[config.mk]
export PLATFORM = sky130hd
export DESIGN_NAME = isolink_top
export DESIGN_NICKNAME = d
export VERILOG_FILES = /design/src/rtl/isolink_pkg.sv /design/src/rtl/isolink_tick_timer.sv /design/src/rtl/isolink_tx.sv /design/src/rtl/isolink_rx.sv /design/src/rtl/isolink_top.sv
export SDC_FILE = /design/constraint.sdc
export NUM_CORES = 1
export LEC_CHECK = 0
export ABC_AREA = 1
export BUFFER_PORTS_ARGS = -buffer_cell sky130_fd_sc_hd__buf_4
export CORE_MARGIN = 5
export CORE_UTILIZATION = 39
export DETAILED_ROUTE_END_ITERATION = 8
export PLACE_DENSITY_LB_ADDON = 0.08
export SLEW_MARGIN = 5
export SYNTH_ARGS = -nofsm -noshare
export SYNTH_HDL_FRONTEND = slang
export SYNTH_SLANG_ARGS = --single-unit
[constraint.sdc]
create_clock -name clk -period 1.35 [get_ports clk]
set_clock_uncertainty 0.05 [all_clocks]
set_input_delay 0.0675 -clock clk [delete_from_list [all_inputs] [get_ports clk]]
set_output_delay 0.0675 -clock clk [all_outputs]
set_load 0.02 [all_outputs]
[src/rtl/isolink_pkg.sv]
`timescale 1ns/1ps
package isolink_pkg;

  // One cycle on the pulse channel: at most one of the two lines is meant to be high.
  typedef struct packed {
    logic up;
    logic dn;
  } pulse_pair_t;

  // Build the pair of lines for a pulse that carries level lvl.
  function automatic pulse_pair_t encode_pulse(input logic fire, input logic lvl);
    pulse_pair_t p;
    p.up = fire & lvl;
    p.dn = fire & ~lvl;
    return p;
  endfunction

  // A pair carries information only when exactly one line is high.
  function automatic logic pulse_is_valid(input pulse_pair_t p);
    return p.up ^ p.dn;
  endfunction

endpackage

[src/rtl/isolink_tick_timer.sv]
`timescale 1ns/1ps
// Saturating interval counter: expired is high once LIMIT-1 cycles have passed since restart.
module isolink_tick_timer #(
  parameter int unsigned LIMIT = 400
) (
  input  logic clk,
  input  logic rst_n,
  input  logic restart,
  output logic expired
);
  localparam int unsigned CW = (LIMIT > 2) ? $clog2(LIMIT) : 1;
  localparam logic [CW-1:0] LAST = CW'(LIMIT - 1);

  logic [CW-1:0] cnt_q;

  assign expired = (cnt_q == LAST);

  always_ff @(posedge clk or negedge rst_n) begin
    if (!rst_n) begin
      cnt_q <= '0;
    end else if (restart) begin
      cnt_q <= '0;
    end else if (!expired) begin
      cnt_q <= cnt_q + 1'b1;
    end
  end

endmodule

[src/rtl/isolink_tx.sv]
`timescale 1ns/1ps
// Transmit half: edge and refresh encoder.
module isolink_tx
  import isolink_pkg::*;
#(
  parameter int unsigned REFRESH_CYC = 400
) (
  input  logic        clk,
  input  logic        rst_n,
  input  logic        din_i,
  output pulse_pair_t pulse_o
);
  logic        armed_q;
  logic        prev_q;
  logic        refresh_due;
  logic        fire;
  pulse_pair_t pulse_q;

  // Send on the first live cycle, on any change, or when the refresh falls due.
  assign fire = ~armed_q | (din_i != prev_q) | refresh_due;

  isolink_tick_timer #(.LIMIT(REFRESH_CYC)) u_refresh (
    .clk     (clk),
    .rst_n   (rst_n),
    .restart (fire),
    .expired (refresh_due)
  );

  always_ff @(posedge clk or negedge rst_n) begin
    if (!rst_n) begin
      armed_q <= 1'b0;
      prev_q  <= 1'b0;
      pulse_q <= '0;
    end else begin
      armed_q <= 1'b1;
      prev_q  <= din_i;
      pulse_q <= encode_pulse(fire, din_i);
    end
  end

  assign pulse_o = pulse_q;

  AST_TX_EXCLUSIVE: assert property (@(posedge clk) disable iff (!rst_n)
    !(pulse_q.up && pulse_q.dn));
  AST_TX_NARROW_UP: assert property (@(posedge clk) disable iff (!rst_n)
    pulse_q.up |=> !pulse_q.up);
  AST_TX_NARROW_DN: assert property (@(posedge clk) disable iff (!rst_n)
    pulse_q.dn |=> !pulse_q.dn);
  AST_TX_RISE_UP: assert property (@(posedge clk) disable iff (!rst_n)
    armed_q && $rose(din_i) |=> pulse_q.up);
  AST_TX_FALL_DN: assert property (@(posedge clk) disable iff (!rst_n)
    armed_q && $fell(din_i) |=> pulse_q.dn);
  AST_TX_START_PULSE: assert property (@(posedge clk) disable iff (!rst_n)
    !armed_q |=> (pulse_q.up || pulse_q.dn));

endmodule

[src/rtl/isolink_rx.sv]
`timescale 1ns/1ps
// Receive half: bistable decoder with a watchdog.
module isolink_rx
  import isolink_pkg::*;
#(
  parameter int unsigned TIMEOUT_CYC = 1000
) (
  input  logic        clk,
  input  logic        rst_n,
  input  pulse_pair_t pulse_i,
  output logic        dout_o,
  output logic        stale_o
);
  logic valid;
  logic wd_expired;
  logic lvl_q;
  logic stale_q;

  assign valid = pulse_is_valid(pulse_i);

  isolink_tick_timer #(.LIMIT(TIMEOUT_CYC)) u_watchdog (
    .clk     (clk),
    .rst_n   (rst_n),
    .restart (valid),
    .expired (wd_expired)
  );

  always_ff @(posedge clk or negedge rst_n) begin
    if (!rst_n) begin
      lvl_q   <= 1'b1;
      stale_q <= 1'b1;
    end else if (valid) begin
      lvl_q   <= pulse_i.up;
      stale_q <= 1'b0;
    end else if (wd_expired) begin
      stale_q <= 1'b1;
    end
  end

  assign dout_o  = stale_q | lvl_q;
  assign stale_o = stale_q;

  AST_RX_UP_HIGH: assert property (@(posedge clk) disable iff (!rst_n)
    pulse_i.up && !pulse_i.dn |=> dout_o && !stale_o);
  AST_RX_DN_LOW: assert property (@(posedge clk) disable iff (!rst_n)
    pulse_i.dn && !pulse_i.up |=> !dout_o && !stale_o);
  AST_RX_COLLIDE_HOLD: assert property (@(posedge clk) disable iff (!rst_n)
    pulse_i.up && pulse_i.dn |=> $stable(lvl_q));
  AST_RX_STALE_ENTRY: assert property (@(posedge clk) disable iff (!rst_n)
    !stale_q && !valid && !wd_expired |=> !stale_q);
  AST_RX_VALID_CLEARS: assert property (@(posedge clk) disable iff (!rst_n)
    valid |=> !stale_o);

endmodule

[src/rtl/isolink_top.sv]
`timescale 1ns/1ps
// Pulse-coded level link. Parameter rule: REFRESH_CYC >= 2 and TIMEOUT_CYC > REFRESH_CYC.
module isolink_top
  import isolink_pkg::*;
#(
  parameter int unsigned REFRESH_CYC = 400,
  parameter int unsigned TIMEOUT_CYC = 1000
) (
  input  logic clk,
  input  logic tx_rst_n,
  input  logic rx_rst_n,
  input  logic din_i,
  output logic tx_up_o,
  output logic tx_dn_o,
  input  logic rx_up_i,
  input  logic rx_dn_i,
  output logic dout_o,
  output logic stale_o
);
  pulse_pair_t tx_pair;
  pulse_pair_t rx_pair;

  isolink_tx #(.REFRESH_CYC(REFRESH_CYC)) u_tx (
    .clk     (clk),
    .rst_n   (tx_rst_n),
    .din_i   (din_i),
    .pulse_o (tx_pair)
  );

  assign tx_up_o    = tx_pair.up;
  assign tx_dn_o    = tx_pair.dn;
  assign rx_pair.up = rx_up_i;
  assign rx_pair.dn = rx_dn_i;

  isolink_rx #(.TIMEOUT_CYC(TIMEOUT_CYC)) u_rx (
    .clk     (clk),
    .rst_n   (rx_rst_n),
    .pulse_i (rx_pair),
    .dout_o  (dout_o),
    .stale_o (stale_o)
  );

endmodule

==> flow_summary.json <==
{
  "grt_max_degree": 14,
  "worst_setup_path_end_kind": "flop",
  "cts_htree_levels": 1,
  "start_util_pct": 41.6,
  "cts_tree": "done",
  "drt-initial-drc-count": 37,
  "grt_usage_pct": 12.5,
  "p_per_area_nw_per_um2": 864,
  "hp-class": "in2async",
  "fin_cells": 217,
  "max_freq_mhz": 786,
  "drv_slew": 0,
  "cts_buffers": 3,
  "die_h_um": 67.5,
  "rows": 20,
  "gp_congestion": 0.771,
  "fin_tns_setup_ns": 0,
  "antenna_cells": 0,
  "cts.sinks": 25,
  "drtPass1Iterations": 4,
  "nets": 182,
  "vdd_ir_drop_max_mv": 0.470,
  "p_leak_nw": 0.712,
  "drive_above_1_share_pct": 22.0,
  "cp_max_fo": 5,
  "drc": 0,
  "grt_first_pass_wirelength_um": 4330,
  "hold_viol": 0,
  "required_ns": 1.53,
  "grtUsageMet1_pct": 17.8,
  "grt_remaining_overflow": 0,
  "wl_per_cell_um": 11.5,
  "ys_ff_latch": 25,
  "core_area_um2": 3100,
  "drt.antenna.violating_nets": 0,
  "synth_seq_area_share_pct": 48.7,
  "utilization_pct": 50.2,
  "setup-violations-final": 0,
  "synth_cell_types": 26,
  "finalPower_w": 0.00135,
  "hpwl_um": 1750,
  "clk_pin_slew_ns": 0.14,
  "fill_cells": 312,
  "ios": 10,
  "busiest_layer": "met2",
  "insertion_delay_ns": 0.32,
  "netlist_area_um2": 1290,
  "syn-num-nets": 162,
  "wirelength_um": 2490,
  "via_count": 1004,
  "synth_area_per_cell_um2": 8.38,
  "grt_use_met3_pct": 2.50,
  "outcome": "finished, final reports clean",
  "worstPathArrival_ns": 1.45,
  "vias_per_cell": 4.63,
  "critPathKind": "reg2reg",
  "die_width_um": 67.5,
  "antenna_found_initial": 0,
  "area.growth.synth_to_final_pct": 20.7,
  "post-route-min-period_ns": 1.27,
  "io_buffers": 9,
  "period_share_pct": 94.3,
  "globalRouteMet2Util_pct": 19.0,
  "cp-start-kind": "flop",
  "netlist_instances": 154,
  "first_global_vias": 985,
  "post-place-cells": 207,
  "die_area_um2": 4560,
  "cap_viol_max_count": 0,
  "yosys_warnings": 0,
  "cts_buffer_depth": 2,
  "cts_root_buf": "clkbuf_4"
}
==> layout make-up <==
| class | instances | area (µm²) | share of cell area, % |
|---|---|---|---|
| Clock buffer | 4 | 26.3 | 1.69 |
| Sequential cell | 25 | 628 | 40.4 |
| Timing Repair Buffer | 15 | 123 | 7.88 |
| Tap cell | 44 | 55.1 | 3.54 |
| Multi-Input combinational cell | 108 | 643 | 41.3 |
| Inverter | 21 | 81.3 | 5.23 |
==> routing by layer <==
metal | vias to the layer above | routed length (µm) | part of all wire [%]
met3 | 4 | 98 | 3.9
met1 | 461 | 1270 | 51
met5 | - | 0 | 0
li1 | 525 | - | -
met2 | 14 | 1080 | 43
met4 | 0 | 37 | 1.5
==> synth_stat cells <==
cell type | instances | area (µm²)
nand2_1 | 35 | 131
inv_4 | 1 | 6.26
a21oi_1 | 6 | 30.0
a21oi_2 | 1 | 8.76
xor2_1 | 2 | 17.5
inv_1 | 20 | 75.1
nand4_2 | 1 | 12.5
nor2_4 | 2 | 22.5
buf_2 | 1 | 5.00
nand2_2 | 5 | 31.3
nor2_2 | 4 | 25.0
dfrtp_1 | 23 | 576
o21a_1 | 1 | 7.51
nand3_1 | 11 | 55.1
ha_1 | 2 | 25.0
nand4_1 | 6 | 37.5
nor3b_2 | 1 | 12.5
o21bai_1 | 1 | 7.51
xnor2_4 | 1 | 27.5
xnor2_1 | 2 | 17.5
dfstp_2 | 2 | 52.6
nor2_1 | 22 | 82.6
conb_1 | 1 | 3.75
o21ai_1 | 1 | 5.00
o21ai_0 | 1 | 5.00
nor3_2 | 1 | 10.0
==> worst paths after layout <==
path                                                startpoint                                   end  slack [ns]  depth (start not counted)
max reg2reg                u_tx.u_refresh.cnt_q[0]$_DFFE_PN0P_   u_tx.u_refresh.cnt_q[5]$_DFFE_PN0P_        0.08                          6
min                                                   tx_rst_n   u_tx.u_refresh.cnt_q[7]$_DFFE_PN0P_        0.06                          2
min in group clk                                       rx_dn_i  u_rx.u_watchdog.cnt_q[6]$_DFFE_PN0P_        0.07                          4
max                        u_tx.u_refresh.cnt_q[0]$_DFFE_PN0P_   u_tx.u_refresh.cnt_q[5]$_DFFE_PN0P_        0.08                          6
max in group asynchronous                             rx_rst_n                u_rx.lvl_q$_DFFE_PN1N_        0.96                          2
min reg2reg                           u_rx.stale_o$_DFFE_PN1P_              u_rx.stale_o$_DFFE_PN1P_        0.45                          2
==> critical path, stage by stage, from the launching register on <==
cell,delay [ns]
dfrtp_1,0.43
ha_4,0.17
nand2_1,0.09
nor2_4,0.13
nand4_4,0.13
nand2_4,0.13
nor2_1,0.05
==> registers in the layout, indices dropped and copies added (netlist names) <==
signal / count
u_tx.pulse_o: 2
u_tx.armed_q: 1
u_rx.lvl_q: 1
u_tx.prev_q: 1
u_tx.u_refresh.cnt_q: 9
u_rx.stale_o: 1
u_rx.u_watchdog.cnt_q: 10
==> cells by family (layout without fill, tap and decap cells) <==
family	count (synthesis)	in the layout	share of synthesized area [%]
DFF	25	25	48.7
buffers and inverters	22	40	6.69
xor gates and xnor gates	5	5	4.85
and+or+nand+nor	88	89	32.6
AOI/OAI and AO/OA	11	11	4.95
adders and majority gates	2	2	1.94
other	1	1	0.291
==> layout by cell type, fill, tap and decap left out <==
cell	instances
inv_1	20
dfstp_2	2
xnor2_4	1
nand4_4	1
nand2_1	35
nor2_2	3
nand4_1	6
nand2_2	4
o21a_1	1
inv_4	1
a21oi_2	1
conb_1	1
clkbuf_1	1
o21ai_0	1
xor2_1	2
dlygate4sd3_1	4
xnor2_1	2
nand3_1	10
o21bai_1	1
dfrtp_1	23
buf_4	11
nor2_1	21
nand2_4	2
nor3_2	1
ha_4	2
o21ai_1	1
a21oi_1	6
nor3b_2	1
nor2_4	4
nand3_2	1
clkbuf_4	3
==> stage by stage <==
step                setup slack (ns)  hold WS [ns]  instance area, µm²
floorplan                      0.159        -0.278                1290
global placement             0.00180        -0.133                1420
detailed placement            0.0164        -0.130                1420
CTS                          0.00174        0.0485                1480
global route                -0.00188        0.0663                1560
finish                        0.0774        0.0577                1560
==> report_power, final <==
part	switching (W)	internal (W)	total, W
logic	0.000108	0.0000909	0.000199
clock network	0.000222	0.000116	0.000337
registers	0.0000270	0.000782	0.000809
total	0.000357	0.000988	0.00135
==> repair_timing <==
action                                  in CTS  in global routing
cloned                                       0                  1
hold buffers                                 4                  0
endpoints found under the setup margin       1                 16
pin swaps                                    0                  2
hold endpoints to repair                    29                  0
setup buffers                                0                  1
gates resized for setup                      1                 10
Note: power is estimated with default switching activity, not from simulation.
